`src/rtl/pkt_rx_pkg.sv`:
```
package pkt_rx_pkg;
  localparam int WORD_W = 16;
  localparam logic [WORD_W-1:0] SOP_DATA = 16'h95FB;
  localparam logic [WORD_W-1:0] SOP_SLOW = 16'h951C;
  localparam logic [WORD_W-1:0] EOP_CODE = 16'h95FD;
  localparam logic [15:0] CRC_SEED = 16'hFFFF;
  localparam logic [15:0] CRC_POLY = 16'h1021;

  typedef enum logic [1:0] {ST_IDLE, ST_DATA, ST_SLOW} rx_state_e;

  // one word of CRC-16, most significant bit first
  function automatic logic [15:0] crc_step(input logic [15:0] acc,
                                           input logic [WORD_W-1:0] w);
    logic [15:0] c;
    c = acc;
    for (int b = WORD_W - 1; b >= 0; b--) begin
      if (c[15] ^ w[b]) c = (c << 1) ^ CRC_POLY;
      else              c = c << 1;
    end
    return c;
  endfunction
endpackage

```
`src/rtl/rx_rst_sync.sv`:
```
module rx_rst_sync (
  input  logic clk,
  input  logic rst_n,
  output logic rst_sn
);
  logic [1:0] sync_q;

  always_ff @(posedge clk or negedge rst_n) begin
    if (!rst_n) sync_q <= 2'b00;
    else        sync_q <= {sync_q[0], 1'b1};
  end

  assign rst_sn = sync_q[1];
endmodule

```
`src/rtl/rx_crc16.sv`:
```
module rx_crc16
  import pkt_rx_pkg::*;
(
  input  logic              clk,
  input  logic              rst_n,
  input  logic              clr,
  input  logic              en,
  input  logic [WORD_W-1:0] din,
  output logic [15:0]       crc_next
);
  logic [15:0] acc_q;

  always_comb crc_next = crc_step(acc_q, din);

  always_ff @(posedge clk or negedge rst_n) begin
    if (!rst_n)   acc_q <= CRC_SEED;
    else if (clr) acc_q <= CRC_SEED;
    else if (en)  acc_q <= crc_next;
  end

  // a new packet always starts from the seed
  a_r6_seed_on_clear: assert property (@(posedge clk) disable iff (!rst_n)
    clr |=> (acc_q == CRC_SEED));
endmodule

```
`src/rtl/rx_hold.sv`:
```
module rx_hold
  import pkt_rx_pkg::*;
(
  input  logic              clk,
  input  logic              rst_n,
  input  logic              flush,
  input  logic              push,
  input  logic [WORD_W-1:0] word,
  output logic              h0_vld,
  output logic [WORD_W-1:0] h0,
  output logic              h1_vld,
  output logic [WORD_W-1:0] h1
);
  logic h0_vld_d, h1_vld_d;

  always_comb begin
    h0_vld_d = h0_vld;
    h1_vld_d = h1_vld;
    if (flush) begin
      h0_vld_d = 1'b0;
      h1_vld_d = 1'b0;
    end else if (push) begin
      h0_vld_d = h1_vld;
      h1_vld_d = 1'b1;
    end
  end

  always_ff @(posedge clk or negedge rst_n) begin
    if (!rst_n) begin
      h0_vld <= 1'b0;
      h1_vld <= 1'b0;
    end else begin
      h0_vld <= h0_vld_d;
      h1_vld <= h1_vld_d;
    end
  end

  always_ff @(posedge clk) begin
    if (push && !flush) begin
      h0 <= h1;
      h1 <= word;
    end
  end

  // the older slot is only filled through the newer one
  a_r5_hold_order: assert property (@(posedge clk) disable iff (!rst_n)
    h0_vld |-> h1_vld);
endmodule

```
`src/rtl/rx_err_cnt.sv`:
```
module rx_err_cnt #(
  parameter int CNT_W = 8
) (
  input  logic             clk,
  input  logic             rst_n,
  input  logic             inc,
  output logic [CNT_W-1:0] count,
  output logic             sticky
);
  localparam logic [CNT_W-1:0] CNT_MAX = {CNT_W{1'b1}};

  logic [CNT_W-1:0] count_d;
  logic             sticky_d;

  always_comb begin
    count_d  = count;
    sticky_d = sticky | inc;
    if (inc && count != CNT_MAX) count_d = count + 1'b1;
  end

  always_ff @(posedge clk or negedge rst_n) begin
    if (!rst_n) begin
      count  <= '0;
      sticky <= 1'b0;
    end else begin
      count  <= count_d;
      sticky <= sticky_d;
    end
  end

  a_r9_saturate: assert property (@(posedge clk) disable iff (!rst_n)
    (count == CNT_MAX) |=> (count == CNT_MAX));
  a_r9_single_step: assert property (@(posedge clk) disable iff (!rst_n)
    (count == $past(count)) || (count == $past(count) + 1'b1));
  a_r9_sticky_holds: assert property (@(posedge clk) disable iff (!rst_n)
    sticky |=> sticky);
  a_r9_sticky_covers: assert property (@(posedge clk) disable iff (!rst_n)
    (count != '0) |-> sticky);
endmodule

```
`src/rtl/pkt_rx_demux.sv`:
```
module pkt_rx_demux
  import pkt_rx_pkg::*;
#(
  parameter int CNT_W = 8
) (
  input  logic              clk,
  input  logic              rst_n,
  input  logic              in_valid,
  input  logic [WORD_W-1:0] in_word,
  output logic              data_valid,
  output logic [WORD_W-1:0] data_word,
  output logic              data_last,
  output logic              data_err,
  output logic              sc_valid,
  output logic [WORD_W-1:0] sc_word,
  output logic              sc_last,
  output logic              sc_err,
  output logic [CNT_W-1:0]  err_count,
  output logic              err_sticky
);
  logic rst_sn;
  rx_state_e state_q, state_d;

  logic is_sop_d, is_sop_s, is_sop, is_eop;
  logic h0_vld, h1_vld;
  logic [WORD_W-1:0] h0, h1, word_q;
  logic [15:0] crc_next;
  logic emit_vld, emit_last, emit_err, emit_slow;
  logic hold_push, hold_flush, crc_clr, crc_en, err_inc;

  rx_rst_sync i_rst_sync (.clk(clk), .rst_n(rst_n), .rst_sn(rst_sn));

  assign is_sop_d = in_valid && (in_word == SOP_DATA);
  assign is_sop_s = in_valid && (in_word == SOP_SLOW);
  assign is_sop   = is_sop_d || is_sop_s;
  assign is_eop   = in_valid && (in_word == EOP_CODE);

  rx_hold i_hold (
    .clk(clk), .rst_n(rst_sn), .flush(hold_flush), .push(hold_push),
    .word(in_word), .h0_vld(h0_vld), .h0(h0), .h1_vld(h1_vld), .h1(h1)
  );

  rx_crc16 i_crc (
    .clk(clk), .rst_n(rst_sn), .clr(crc_clr), .en(crc_en),
    .din(h0), .crc_next(crc_next)
  );

  rx_err_cnt #(.CNT_W(CNT_W)) i_err (
    .clk(clk), .rst_n(rst_sn), .inc(err_inc),
    .count(err_count), .sticky(err_sticky)
  );

  // next-state and control
  always_comb begin
    state_d    = state_q;
    emit_vld   = 1'b0;
    emit_last  = 1'b0;
    emit_err   = 1'b0;
    hold_push  = 1'b0;
    hold_flush = 1'b0;
    crc_clr    = 1'b0;
    crc_en     = 1'b0;
    err_inc    = 1'b0;
    emit_slow  = (state_q == ST_SLOW);
    if (state_q == ST_IDLE) begin
      if (is_sop) begin
        state_d    = is_sop_d ? ST_DATA : ST_SLOW;
        hold_flush = 1'b1;
        crc_clr    = 1'b1;
      end
    end else if (is_sop) begin
      emit_vld   = h0_vld;
      emit_last  = 1'b1;
      emit_err   = 1'b1;
      err_inc    = 1'b1;
      hold_flush = 1'b1;
      crc_clr    = 1'b1;
      state_d    = is_sop_d ? ST_DATA : ST_SLOW;
    end else if (is_eop) begin
      if (h0_vld && h1_vld) begin
        emit_vld  = 1'b1;
        emit_last = 1'b1;
        emit_err  = (crc_next != h1);
        err_inc   = emit_err;
      end else begin
        err_inc = 1'b1;
      end
      hold_flush = 1'b1;
      crc_clr    = 1'b1;
      state_d    = ST_IDLE;
    end else if (in_valid) begin
      hold_push = 1'b1;
      if (h0_vld) begin
        emit_vld = 1'b1;
        crc_en   = 1'b1;
      end
    end
  end

  always_ff @(posedge clk or negedge rst_sn) begin
    if (!rst_sn) begin
      state_q    <= ST_IDLE;
      data_valid <= 1'b0;
      data_last  <= 1'b0;
      data_err   <= 1'b0;
      sc_valid   <= 1'b0;
      sc_last    <= 1'b0;
      sc_err     <= 1'b0;
    end else begin
      state_q    <= state_d;
      data_valid <= emit_vld && !emit_slow;
      data_last  <= emit_vld && !emit_slow && emit_last;
      data_err   <= emit_vld && !emit_slow && emit_err;
      sc_valid   <= emit_vld && emit_slow;
      sc_last    <= emit_vld && emit_slow && emit_last;
      sc_err     <= emit_vld && emit_slow && emit_err;
    end
  end

  always_ff @(posedge clk) begin
    if (emit_vld) word_q <= h0;
  end

  assign data_word = word_q;
  assign sc_word   = word_q;

  // at most one destination per beat
  a_r4_one_dest: assert property (@(posedge clk) disable iff (!rst_n)
    !(data_valid && sc_valid));
  a_r6_err_on_last_data: assert property (@(posedge clk) disable iff (!rst_n)
    data_err |-> (data_valid && data_last));
  a_r6_err_on_last_sc: assert property (@(posedge clk) disable iff (!rst_n)
    sc_err |-> (sc_valid && sc_last));
  // words outside a packet leave no trace at the outputs
  a_r2_idle_drop: assert property (@(posedge clk) disable iff (!rst_sn)
    (state_q == ST_IDLE && in_valid && !is_sop) |=> (!data_valid && !sc_valid));
  // an idle input cycle produces no beat
  a_r10_no_beat_without_input: assert property (@(posedge clk) disable iff (!rst_sn)
    !in_valid |=> (!data_valid && !sc_valid));
endmodule

```
`config.mk`:
```
export PLATFORM = sky130hd
export DESIGN_NAME = pkt_rx_demux
export DESIGN_NICKNAME = d
export VERILOG_FILES = /design/src/rtl/pkt_rx_pkg.sv /design/src/rtl/rx_rst_sync.sv /design/src/rtl/rx_crc16.sv /design/src/rtl/rx_hold.sv /design/src/rtl/rx_err_cnt.sv /design/src/rtl/pkt_rx_demux.sv
export SDC_FILE = /design/constraint.sdc
export NUM_CORES = 1
export LEC_CHECK = 0
export BUFFER_PORTS_ARGS = -buffer_cell sky130_fd_sc_hd__buf_2
export CAP_MARGIN = 20
export CORE_AREA = 2 2 93 95
export DETAILED_ROUTE_END_ITERATION = 7
export DIE_AREA = 0 0 95 97
export PLACE_DENSITY = 0.73
export SYNTH_ARGS = -nofsm -noshare
export SYNTH_HDL_FRONTEND = slang
export SYNTH_HIERARCHICAL = 1
export SYNTH_SLANG_ARGS = --single-unit
```
`constraint.sdc`:
```
create_clock -name clk -period 1.37 [get_ports clk]
set_clock_uncertainty 0.15 [all_clocks]
set_input_delay 0.2055 -clock clk [delete_from_list [all_inputs] [get_ports clk]]
set_output_delay 0.2055 -clock clk [all_outputs]
set_load 0.02 [all_outputs]
```
==> metrics, run 1 <==
EDFF count, synth 48; post-placement cell area ~5500 um2; largest net degree at the start of global routing 36; CP Launch Type flop; initial antenna violation count 0; reg2reg setup slack -2.13 ns; Routed Wire Length about 13,000 um; Row Count 33; period utilization 255.5%; Antenna diodes 0; Max-cap violations 0; Layout area overhead 62.82%; core box area about 8100 um2; Clock transition at path regs ~0.090 ns; CP max stage delay 0.52 ns; final slew viol count 0; critical path class flop to flop; uppermost layer routed met4; nets@finish 553; Routed Antenna Nets 0; placed cells around 570; worst-path cell chain xnor2_4 -> xnor3_1 -> xnor3_2 -> inv_1 -> xnor2_1 -> nand4_1 -> nor4_4 -> a41oi_2 -> and3_4 -> o211ai_1 -> xnor2_1; routed vias/inst 5.409; syn avg cell area 13.23 um2; gr usage total 27.03%; final worst slack -2.130 ns; CTS tree done; Netlist cell types 53; violated checks setup timing; CP arrival 3.63 ns; CTS max path bufs 2; Hold Buf Count CTS 15; r2r worst-path depth 11; routed length on met1 5103 um; global-route wire length before repair 18,470 um; Gate Count Post-Synth between 300 and 400; port bufs between 60 and 70; Max Fanout on Critical Path 5; Worst Hold Slack 0.01651 ns; top-area cell type share of the netlist area 34.59%; final core utilization 83.40%; post-synthesis cell area 4166 um2; Hold Path Sink state_q[1]; via count 3,478; GPL Wtd Cong between 0.9 and 1; Initial DRC Count 153; final setup violation count 86; hold depth 3; PwrDens 745.5 nW/um2; Die Area 9215 um2; async set-or-reset flop fraction in the synthesized netlist 43.53%; HPWL Detailed 6880 um; proportion of layout cells with a drive suffix above 1 61.52%; CTS Sinks 85; clock root cell clkbuf_8; Die X-Extent approximately 95 um; CP Data Required Time ~1.5 ns; final hold vios 0; RSZ-0062 raised after global routing yes; H-tree Lvls 3; Synth Net Count 335; Remaining Overflow, GRT 0; most frequent cell after synthesis xnor2_1; FMAX 0.2857 GHz; peak supply drop 792.3 uV; Post-synth top cells 56 x xnor2_1, 48 x edfxtp_1, 29 x nor2_1, 21 x dfrtp_1; top cells by area, synth edfxtp_1 35%, dfrtp_1 13%, xnor2_1 12%, dfstp_2 10%, xnor2_2 3.1%; cell taking the most area after synthesis edfxtp_1; WL met3 between 700 and 800 um; WL per Instance between 20 and 25 um; non-filler instance count after layout 643; starting density of the core 51.22%; Worst Setup End Kind flop; critical path's most frequent cell xnor2_1; vias in the first global route 3,593; sequential-to-total area share from yosys stat roughly 57%; Critical R2R Launch i_hold/h0[11]; Slowest-stage cell, CP xnor3_2; YS warnings 6; Seq cells post-synth between 80 and 90; min-delay src in_word[0]; IO Pins 66; Final Critical Period 3.500 ns; status finished, violations left; number of fill cells in the layout 376; 1st-pass router iterations 5; DR DRC count 0; TritonCTS buffer count 9; post-route cell area 6784 um2; Pleak roughly 3.0 nW; ys flop type edfxtp_1; worst-skew pair later-pin latency approximately 0.36 ns; worst r2r dst i_err/count[4]; Met2 Routed Length 6806 um; Hold Path Class input pin to flop; Die Ht 97 um
-- report_power, final --
group	internal [mW]	total, mW	switching, mW
registers	2.70	2.70	0.00588
logic	0.127	0.222	0.0955
clock network	1.21	2.13	0.921
-- area by class of cell --
type                            count  area (um2)  share of cell area (%)
Clock buffer                       10       127.6                   1.881
Timing Repair Buffer              228        1912                   28.18
Multi-Input combinational cell    201        2079                   30.65
Clock inverter                      6       111.4                   1.641
Sequential cell                    85        2390                   35.23
Inverter                            8       32.53                  0.4795
Tap cell                          105       131.4                   1.937
-- cells by family after synthesis --
logic type | count (synthesis) | synth area share, %
AOI/OAI and AO/OA | 38 | 6.336
xor gates and xnor gates | 79 | 20.27
adders and majority gates | 1 | 0.3003
buffers and inverters | 29 | 4.114
DFF | 85 | 57.30
muxes | 2 | 0.5105
other | 1 | 0.09000
and+or+nand+nor | 80 | 11.08
-- timing repair --
| item | in CTS | in global routing |
|---|---|---|
| pin swaps | 27 | 19 |
| gates cloned | 3 | 2 |
| resized for setup | 76 | 46 |
| endpoints found under the setup margin | 85 | 88 |
| endpoints found under the hold margin | 16 | 1 |
| setup buffers | 34 | 21 |
-- registers in the layout, summed over array words and instances (netlist names) --
signal,flops
i_hold/h0,16
data_valid,1
i_hold/h0_vld,1
sc_err,1
data_word,16
i_hold/h1,16
state_q,2
i_rst_sync/sync_q,2
sc_last,1
data_err,1
i_hold/h1_vld,1
sc_valid,1
i_crc/acc_q,16
data_last,1
i_err/sticky,1
i_err/count,8
-- per-stage QoR --
step / total power [mW] / setup TNS [ns] / setup WS (ns)
after floorplan: 2.807 / -57.47 / -1.690
after global placement: 2.905 / -70.27 / -1.939
after detailed placement: 2.912 / -74.46 / -2.025
after CTS: 5.046 / -54.84 / -1.921
after global routing: 5.202 / -64.83 / -2.276
final: 5.058 / -60.96 / -2.130
-- worst max-delay path by stage --
stage	endpoint	startpoint	slack, ns	cells after the start
after global placement	i_err/count[5]	i_crc/acc_q[7]	-1.94	11
after detailed placement	i_err/count[1]	i_hold/h0[15]	-2.02	10
after global routing	i_err/count[4]	i_crc/acc_q[7]	-2.28	11
final	i_err/count[4]	i_hold/h0[11]	-2.13	11
after CTS	i_err/count[5]	i_crc/acc_q[7]	-1.92	11
after floorplan	i_err/count[1]	i_crc/acc_q[7]	-1.69	10
-- cell usage in the layout (no fill, tap or decap), types with 6 or more instances in the layout --
| master | synthesis | layout |
|---|---|---|
| inv_1 | 7 | 6 |
| nand4_1 | 6 | 6 |
| buf_2 | 2 | 54 |
| o21bai_1 | 7 | 6 |
| xnor2_2 | 8 | 24 |
| a211o_1 | 6 | 6 |
| buf_4 | 16 | 104 |
| dfrtp_1 | 21 | 19 |
| dlygate4sd3_1 | 0 | 15 |
| dfstp_2 | 16 | 16 |
| nor2_1 | 29 | 21 |
| xnor2_4 | 1 | 7 |
| edfxtp_1 | 48 | 48 |
| xnor2_1 | 56 | 34 |
| o21ai_1 | 1 | 6 |
| buf_6 | 0 | 46 |
| clkbuf_8 | 0 | 9 |
-- metal layers --
metal  vias up  GRT usage, %
li1       1524             -
met1      1750         34.03
met2       167         44.90
met3        37         4.517
met4         0         12.93
met5         -             0
-- worst max-delay path, delay by kind of cell, from the launching register on --
| family | cells | cell delay [ns] |
|---|---|---|
| XOR/XNOR | 5 | 1.48 |
| AND/OR/NAND/NOR | 3 | 0.82 |
| AO/OA/AOI/OAI | 2 | 0.40 |
| flip-flops | 1 | 0.49 |
| buffers and inverters | 1 | 0.09 |
Power figures use the tool's default switching activity.
==> inputs of run 2 (changes only) <==
--- a/config.mk
+++ b/config.mk
@@ -7,10 +7,12 @@
 export LEC_CHECK = 0
 export BUFFER_PORTS_ARGS = -buffer_cell sky130_fd_sc_hd__buf_2
 export CAP_MARGIN = 20
-export CORE_AREA = 2 2 93 95
+export CELL_PAD_IN_SITES_DETAIL_PLACEMENT = 1
+export CELL_PAD_IN_SITES_GLOBAL_PLACEMENT = 1
+export CORE_AREA = 2 2 84 118
 export DETAILED_ROUTE_END_ITERATION = 7
-export DIE_AREA = 0 0 95 97
-export PLACE_DENSITY = 0.73
+export DIE_AREA = 0 0 86 120
+export PLACE_DENSITY_LB_ADDON = 0.1
 export SYNTH_ARGS = -nofsm -noshare
 export SYNTH_HDL_FRONTEND = slang
 export SYNTH_HIERARCHICAL = 1
==> run 2 against run 1 <==
  * The run still ends with setup timing left
  * Final cell count is 0.93% higher
  * Critical path depth did not move
  * Flip-flop and latch count is the same
  * Critical path type unchanged
  * Largest cell class unchanged
  * Largest power group unchanged
==> metrics, run 2 (synthesis gave the netlist of run 1 again) <==
CTS max path bufs 2 (unchanged); status finished, violations left (unchanged); Row Count 42 (was 33); clock root cell clkbuf_16 (was clkbuf_8); CP max stage delay 0.58 ns (was 0.52 ns); gr usage total 31.82% (was 27.03%); port bufs 65 (unchanged); Routed Antenna Nets 0 (unchanged); initial antenna violation count 0 (unchanged); placed cells 565 (was 569); via count 3,638 (was 3,478); HPWL Detailed 8036 um (was 6880 um); Die Area 10,320 um2 (was 9215 um2); Pleak 3.077 nW (was 2.975 nW); CP arrival 3.84 ns (was 3.63 ns); critical path class flop to flop (unchanged); Slowest-stage cell, CP xnor3_2 (unchanged); WL per Instance 29.21 um (was 20.55 um); routed vias/inst 5.606 (was 5.409); starting density of the core 44.79% (was 51.22%); CP startpoint i_crc/acc_q[14] (was i_hold/h0[11]); most common cell after layout, fill and taps aside buf_4 (unchanged); non-filler instance count after layout 649 (was 643); Worst Setup End Kind flop (unchanged); CTS tree done (unchanged); Antenna diodes 0 (unchanged); violated checks setup timing (unchanged); final worst slack -2.347 ns (was -2.130 ns); vias in the first global route 3,918 (was 3,593); global-route wire length before repair 23,240 um (was 18,470 um); reg2reg setup slack -2.35 ns (was -2.13 ns); number of fill cells in the layout 805 (was 376); commonest cells after routing, fill and taps aside 103 x buf_4, 52 x buf_6, 51 x buf_2 (was 104 x buf_4, 54 x buf_2, 48 x edfxtp_1); Max Fanout on Critical Path 5 (unchanged); final hold vios 0 (unchanged); DR DRC count 0 (unchanged); r2r worst-path depth 11 (unchanged); CP Data Required Time 1.49 ns (was 1.50 ns); post-route cell area 7071 um2 (was 6784 um2); final slew viol count 0 (unchanged); Die X-Extent 86 um (was 95 um); Critical R2R Launch i_crc/acc_q[14] (was i_hold/h0[11]); Max-cap violations 0 (unchanged); PwrDens 775.6 nW/um2 (was 745.5 nW/um2); IO Pins 66 (unchanged); 1st-pass router iterations 4 (was 5); core box area 9301 um2 (was 8134 um2); Routed Wire Length 18,960 um (was 13,220 um); CTS Sinks 85 (unchanged); hold depth 3 (unchanged); worst-path cell chain xnor2_2 -> xnor3_2 -> xnor2_4 -> xnor2_4 -> xnor2_1 -> nand4_1 -> nor4_4 -> a41oi_2 -> and3_4 -> o211ai_1 -> xnor2_1 (was xnor2_4 -> xnor3_1 -> xnor3_2 -> inv_1 -> xnor2_1 -> nand4_1 -> nor4_4 -> a41oi_2 -> and3_4 -> o211ai_1 -> xnor2_1); period utilization 271.3% (was 255.5%); peak supply drop 954.6 uV (was 792.3 uV); final setup violation count 87 (was 86); largest net degree at the start of global routing 36 (unchanged); Remaining Overflow, GRT 0 (unchanged); Final Critical Period 3.717 ns (was 3.500 ns); RSZ-0062 raised after global routing yes (unchanged); H-tree Lvls 3 (unchanged); worst-skew pair later-pin latency 0.36 ns (about the same); TritonCTS buffer count 9 (unchanged); GPL Wtd Cong 0.8587 (was 0.9140); nets@finish 554 (was 553); CP Launch Type flop (unchanged); Layout area overhead 69.70% (was 62.82%); Die Ht 120 um (was 97 um); proportion of layout cells with a drive suffix above 1 63.82% (was 61.52%); post-placement cell area 5411 um2 (was 5473 um2); Initial DRC Count 210 (was 153); Hold Path Class input pin to flop (unchanged); Clock transition at path regs 0.06 ns (was 0.09 ns); CP endpoint i_err/count[4] (unchanged); FMAX 0.2691 GHz (was 0.2857 GHz); worst r2r dst i_err/count[4] (unchanged)
run 2: worst min path at each step:
| stage | startpoint | end | slack, ns |
|---|---|---|---|
| after detailed placement | rst_n | i_rst_sync/sync_q[0] | -0.16 |
| after CTS | rst_n | i_rst_sync/sync_q[0] | 0.003 |
| final | in_word[7] | state_q[1] | 0.005 |
| after global routing | in_word[7] | state_q[1] | 0.03 |
| after global placement | rst_n | i_rst_sync/sync_q[0] | -0.16 |
| after floorplan | rst_n | i_rst_sync/sync_q[0] | -0.24 |
run 2: per-layer routing:
| metal | global-route usage [%] | up-vias | share of wire (%) |
|---|---|---|---|
| met1 | 33.01 | 1912 | 34 |
| met2 | 58.43 | 146 | 56 |
| met3 | 6.190 | 59 | 3.9 |
| met5 | 0 | - | 0 |
| li1 | - | 1521 | - |
| met4 | 17.66 | 0 | 5.6 |
run 2: worst max-delay path, delay by kind of cell, from the launching register on:
kind,cells,cell delay (ns)
xor+xnor,6,1.52
simple gates,3,1.00
flops,1,0.57
compound gates,2,0.38
run 2: through the flow:
stage	power, mW	setup TNS [ns]	hold WS [ns]	utilization [%]	setup WS, ns
final	5.484	-69.48	0.005429	76.02	-2.347
after detailed placement	2.914	-73.64	-0.1583	58.18	-2.106
after floorplan	2.807	-57.47	-0.2401	-	-1.690
after CTS	5.415	-53.54	0.003122	71.09	-2.036
after global placement	2.909	-71.20	-0.1597	58.18	-2.012
after global routing	5.580	-74.25	0.02678	76.02	-2.465
run 2: area by class of cell:
type	count	area, um2	area share, %
sequential	85	2390	33.80
multi-input combinational	201	2291	32.40
timing repair buffer	229	1924	27.22
clock buffer	13	250.2	3.539
tap	110	137.6	1.947
clock inverter	3	45.04	0.6371
inverter	8	32.53	0.4601
run 2: report_power, final:
| group | internal [mW] | leakage (nW) | switching, mW | total [mW] |
|---|---|---|---|---|
| logic | 0.143 | 2.07 | 0.118 | 0.261 |
| registers | 2.70 | 0.875 | 0.00645 | 2.71 |
| clock network | 1.47 | 0.136 | 1.05 | 2.52 |
run 2: repair_timing:
| item | 4_1_cts | 5_1_grt |
|---|---|---|
| setup buffers | 33 | 32 |
| setup endpoints to repair | 85 | 89 |
| hold buffers | 15 | 0 |
| hold endpoints to repair | 16 | 0 |
| pin swaps | 27 | 38 |
| cloned | 3 | 1 |
| resized for setup | 82 | 74 |
==> inputs of run 3 (changes only) <==
--- a/config.mk
+++ b/config.mk
@@ -5,13 +5,13 @@
 export SDC_FILE = /design/constraint.sdc
 export NUM_CORES = 1
 export LEC_CHECK = 0
-export BUFFER_PORTS_ARGS = -buffer_cell sky130_fd_sc_hd__buf_2
 export CAP_MARGIN = 20
 export CELL_PAD_IN_SITES_DETAIL_PLACEMENT = 1
 export CELL_PAD_IN_SITES_GLOBAL_PLACEMENT = 1
-export CORE_AREA = 2 2 84 118
+export CORE_AREA = 2 2 80 112
 export DETAILED_ROUTE_END_ITERATION = 7
-export DIE_AREA = 0 0 86 120
+export DIE_AREA = 0 0 82 114
+export DONT_BUFFER_PORTS = 1
 export PLACE_DENSITY_LB_ADDON = 0.1
 export SYNTH_ARGS = -nofsm -noshare
 export SYNTH_HDL_FRONTEND = slang
==> run 3 against run 2 <==
  * The flow still finishes with violations (setup timing)
  * Clock power up 19%
  * Global-route usage increased by 2.3 points
  * Routed wire length shrank 2.8%
  * Non-clock buffer count shrank 76
  * Largest power group is now clock
  * Highest routed layer unchanged
==> metrics, run 3 (synthesis gave the netlist of run 1 again) <==
worst r2r dst i_err/count[4] (unchanged); Layout area overhead 57.24% (was 69.70%); Critical R2R Launch i_crc/acc_q[6] (was i_crc/acc_q[14]); Die Ht 114 um (was 120 um); Worst Setup End Kind flop (unchanged); nets@finish 478 (was 554); post-route cell area 6551 um2 (was 7071 um2); CP startpoint i_crc/acc_q[6] (was i_crc/acc_q[14]); core box area 8408 um2 (was 9301 um2); Routed Antenna Nets 0 (unchanged); total power 5.887 mW (was 5.484 mW); Remaining Overflow, GRT 0 (unchanged); Clock transition at path regs 0.07 ns (was 0.06 ns); r2r worst-path depth 12 (was 11); peak supply drop 975.5 uV (was 954.6 uV); final hold vios 0 (unchanged); min-delay src in_word[0] (was in_word[7]); violated checks setup timing (unchanged); post-placement cell area 5097 um2 (was 5411 um2); Hold Path Class input pin to flop (unchanged); RSZ-0062 raised after global routing yes (unchanged); Rel. slew slack between 50% and 60%; commonest cells after routing, fill and taps aside 92 x buf_4, 48 x edfxtp_1, 35 x xnor2_1 (was 103 x buf_4, 52 x buf_6, 51 x buf_2); most common cell after layout, fill and taps aside buf_4 (unchanged); critical path's most frequent cell xnor2_1; Worst-Margin Slew 0.6104 ns; CTS tree done (unchanged); CTS Sinks 85 (unchanged); number of fill cells in the layout 683 (was 805); proportion of layout cells with a drive suffix above 1 55.29% (was 63.82%); CP arrival 3.92 ns (was 3.84 ns); clock root cell clkbuf_16 (unchanged); final slew viol count 0 (unchanged); DR DRC count 0 (unchanged); vias in the first global route 3,660 (was 3,918); Max Fanout on Critical Path 5 (unchanged); Met2 Routed Length 9803 um (was 10,680 um); family with the most delay on the worst path XOR/XNOR gates (unchanged); Die X-Extent 82 um (was 86 um); CP Data Required Time 1.48 ns (was 1.49 ns); period utilization 278.1% (was 271.3%); CP endpoint i_err/count[4] (unchanged); final setup violation count 83 (was 87); final core utilization 77.92% (was 76.02%); status finished, violations left (unchanged); starting density of the core 49.55% (was 44.79%); initial antenna violation count 0 (unchanged); Crit path buffers/inverters 1 (was 0); global-route wire length before repair 22,210 um (was 23,240 um); routed vias/inst 5.996 (was 5.606); WL met3 1125 um (was 747 um); uppermost layer routed met4 (unchanged); Pleak 2.691 nW (was 3.077 nW); Max-cap violations 0 (unchanged); Die Area 9348 um2 (was 10,320 um2); GPL Wtd Cong 0.8242 (was 0.8587); gr usage total 34.15% (was 31.82%); routed length on met1 6236 um (was 6473 um); CP max stage delay 0.57 ns (was 0.58 ns); 1st-pass router iterations 5 (was 4); HPWL Detailed 8011 um (was 8036 um); Row Count 40 (was 42); Antenna diodes 0 (unchanged); WL per Instance 32.44 um (was 29.21 um); port bufs 0 (was 65); TritonCTS buffer count 9 (unchanged); worst-skew pair later-pin latency 0.35 ns (was 0.36 ns); Slowest-stage cell, CP xnor3_2 (unchanged); critical path class flop to flop (unchanged); largest net degree at the start of global routing 36 (unchanged); reg2reg setup slack -2.44 ns (was -2.35 ns); CTS max path bufs 2 (unchanged); final worst slack -2.440 ns (was -2.347 ns); CP Launch Type flop (unchanged); via count 3,406 (was 3,638); Final Critical Period 3.810 ns (was 3.717 ns); Initial DRC Count 258 (was 210); worst-path cell chain xnor2_1 -> xnor3_2 -> buf_4 -> xnor2_2 -> xnor2_1 -> xnor2_1 -> nand4_1 -> nor4_4 -> a41oi_4 -> and3_4 -> o211ai_1 -> xnor2_1 (was xnor2_2 -> xnor3_2 -> xnor2_4 -> xnor2_4 -> xnor2_1 -> nand4_1 -> nor4_4 -> a41oi_2 -> and3_4 -> o211ai_1 -> xnor2_1); critical path depth 12 (was 11); Routed Wire Length 18,420 um (was 18,960 um); H-tree Lvls 3 (unchanged); PwrDens 898.7 nW/um2 (was 775.6 nW/um2); FMAX 0.2625 GHz (was 0.2691 GHz); IO Pins 66 (unchanged)
==> run 3: worst min path at each step <==
stage | to | cells past startpoint | slack [ns]
global route | state_q[1] | 3 | 0.03
CTS | state_q[1] | 3 | 0.005
finish | state_q[1] | 3 | 0.03
global placement | i_rst_sync/sync_q[0] | 0 | -0.24
detailed placement | i_rst_sync/sync_q[0] | 0 | -0.24
floorplan | i_rst_sync/sync_q[0] | 0 | -0.24
==> run 3: layout make-up <==
| cell class | count | area [um2] | share of cell area [%] |
|---|---|---|---|
| tap | 105 | 131.4 | 2.005 |
| clock buffer | 11 | 254.0 | 3.877 |
| inverter | 8 | 30.03 | 0.4584 |
| multi-input combinational | 201 | 2197 | 33.54 |
| timing repair buffer | 153 | 1445 | 22.06 |
| sequential | 85 | 2389 | 36.46 |
| clock inverter | 5 | 105.1 | 1.604 |
==> run 3: routing by layer <==
metal | vias up | global-route usage [%]
li1 | 1372 | -
met1 | 1738 | 36.37
met2 | 208 | 62.01
met3 | 88 | 7.120
met4 | 0 | 16.78
met5 | - | 0
==> run 3: report_power, final <==
group	total [mW]	leakage [nW]	internal [mW]	switching, mW
Combinational	0.179	1.65	0.0941	0.0853
Sequential	2.70	0.876	2.70	0.00638
Clock	3.00	0.167	1.90	1.11
Total	5.89	2.69	4.69	1.20
==> run 3: tightest hold or removal path, stage by stage <==
cell	delay, ns
or4_4	0.11
buf_4	0.11
o31ai_1	0.06
==> run 3: repair_timing <==
item                                    in CTS  in global routing
resized for setup                           68                 50
endpoints found under the setup margin      82                 84
buffers inserted                            20                 25
hold buffers                                19                  0
pin swaps                                   26                 27
endpoints found under the hold margin       20                  0
cloned                                       2                  1
==> run 3: per-stage QoR <==
stage / worst slack, ns / TNS [ns] / instances / hold slack (ns)
finish: -2.440 / -67.69 / 568 / 0.02684
CTS: -2.215 / -52.51 / 551 / 0.004583
global placement: -2.117 / -63.03 / 499 / -0.2400
detailed placement: -2.333 / -67.86 / 499 / -0.2400
global route: -2.557 / -71.51 / 568 / 0.03435
floorplan: -1.690 / -57.47 / 315 / -0.2401
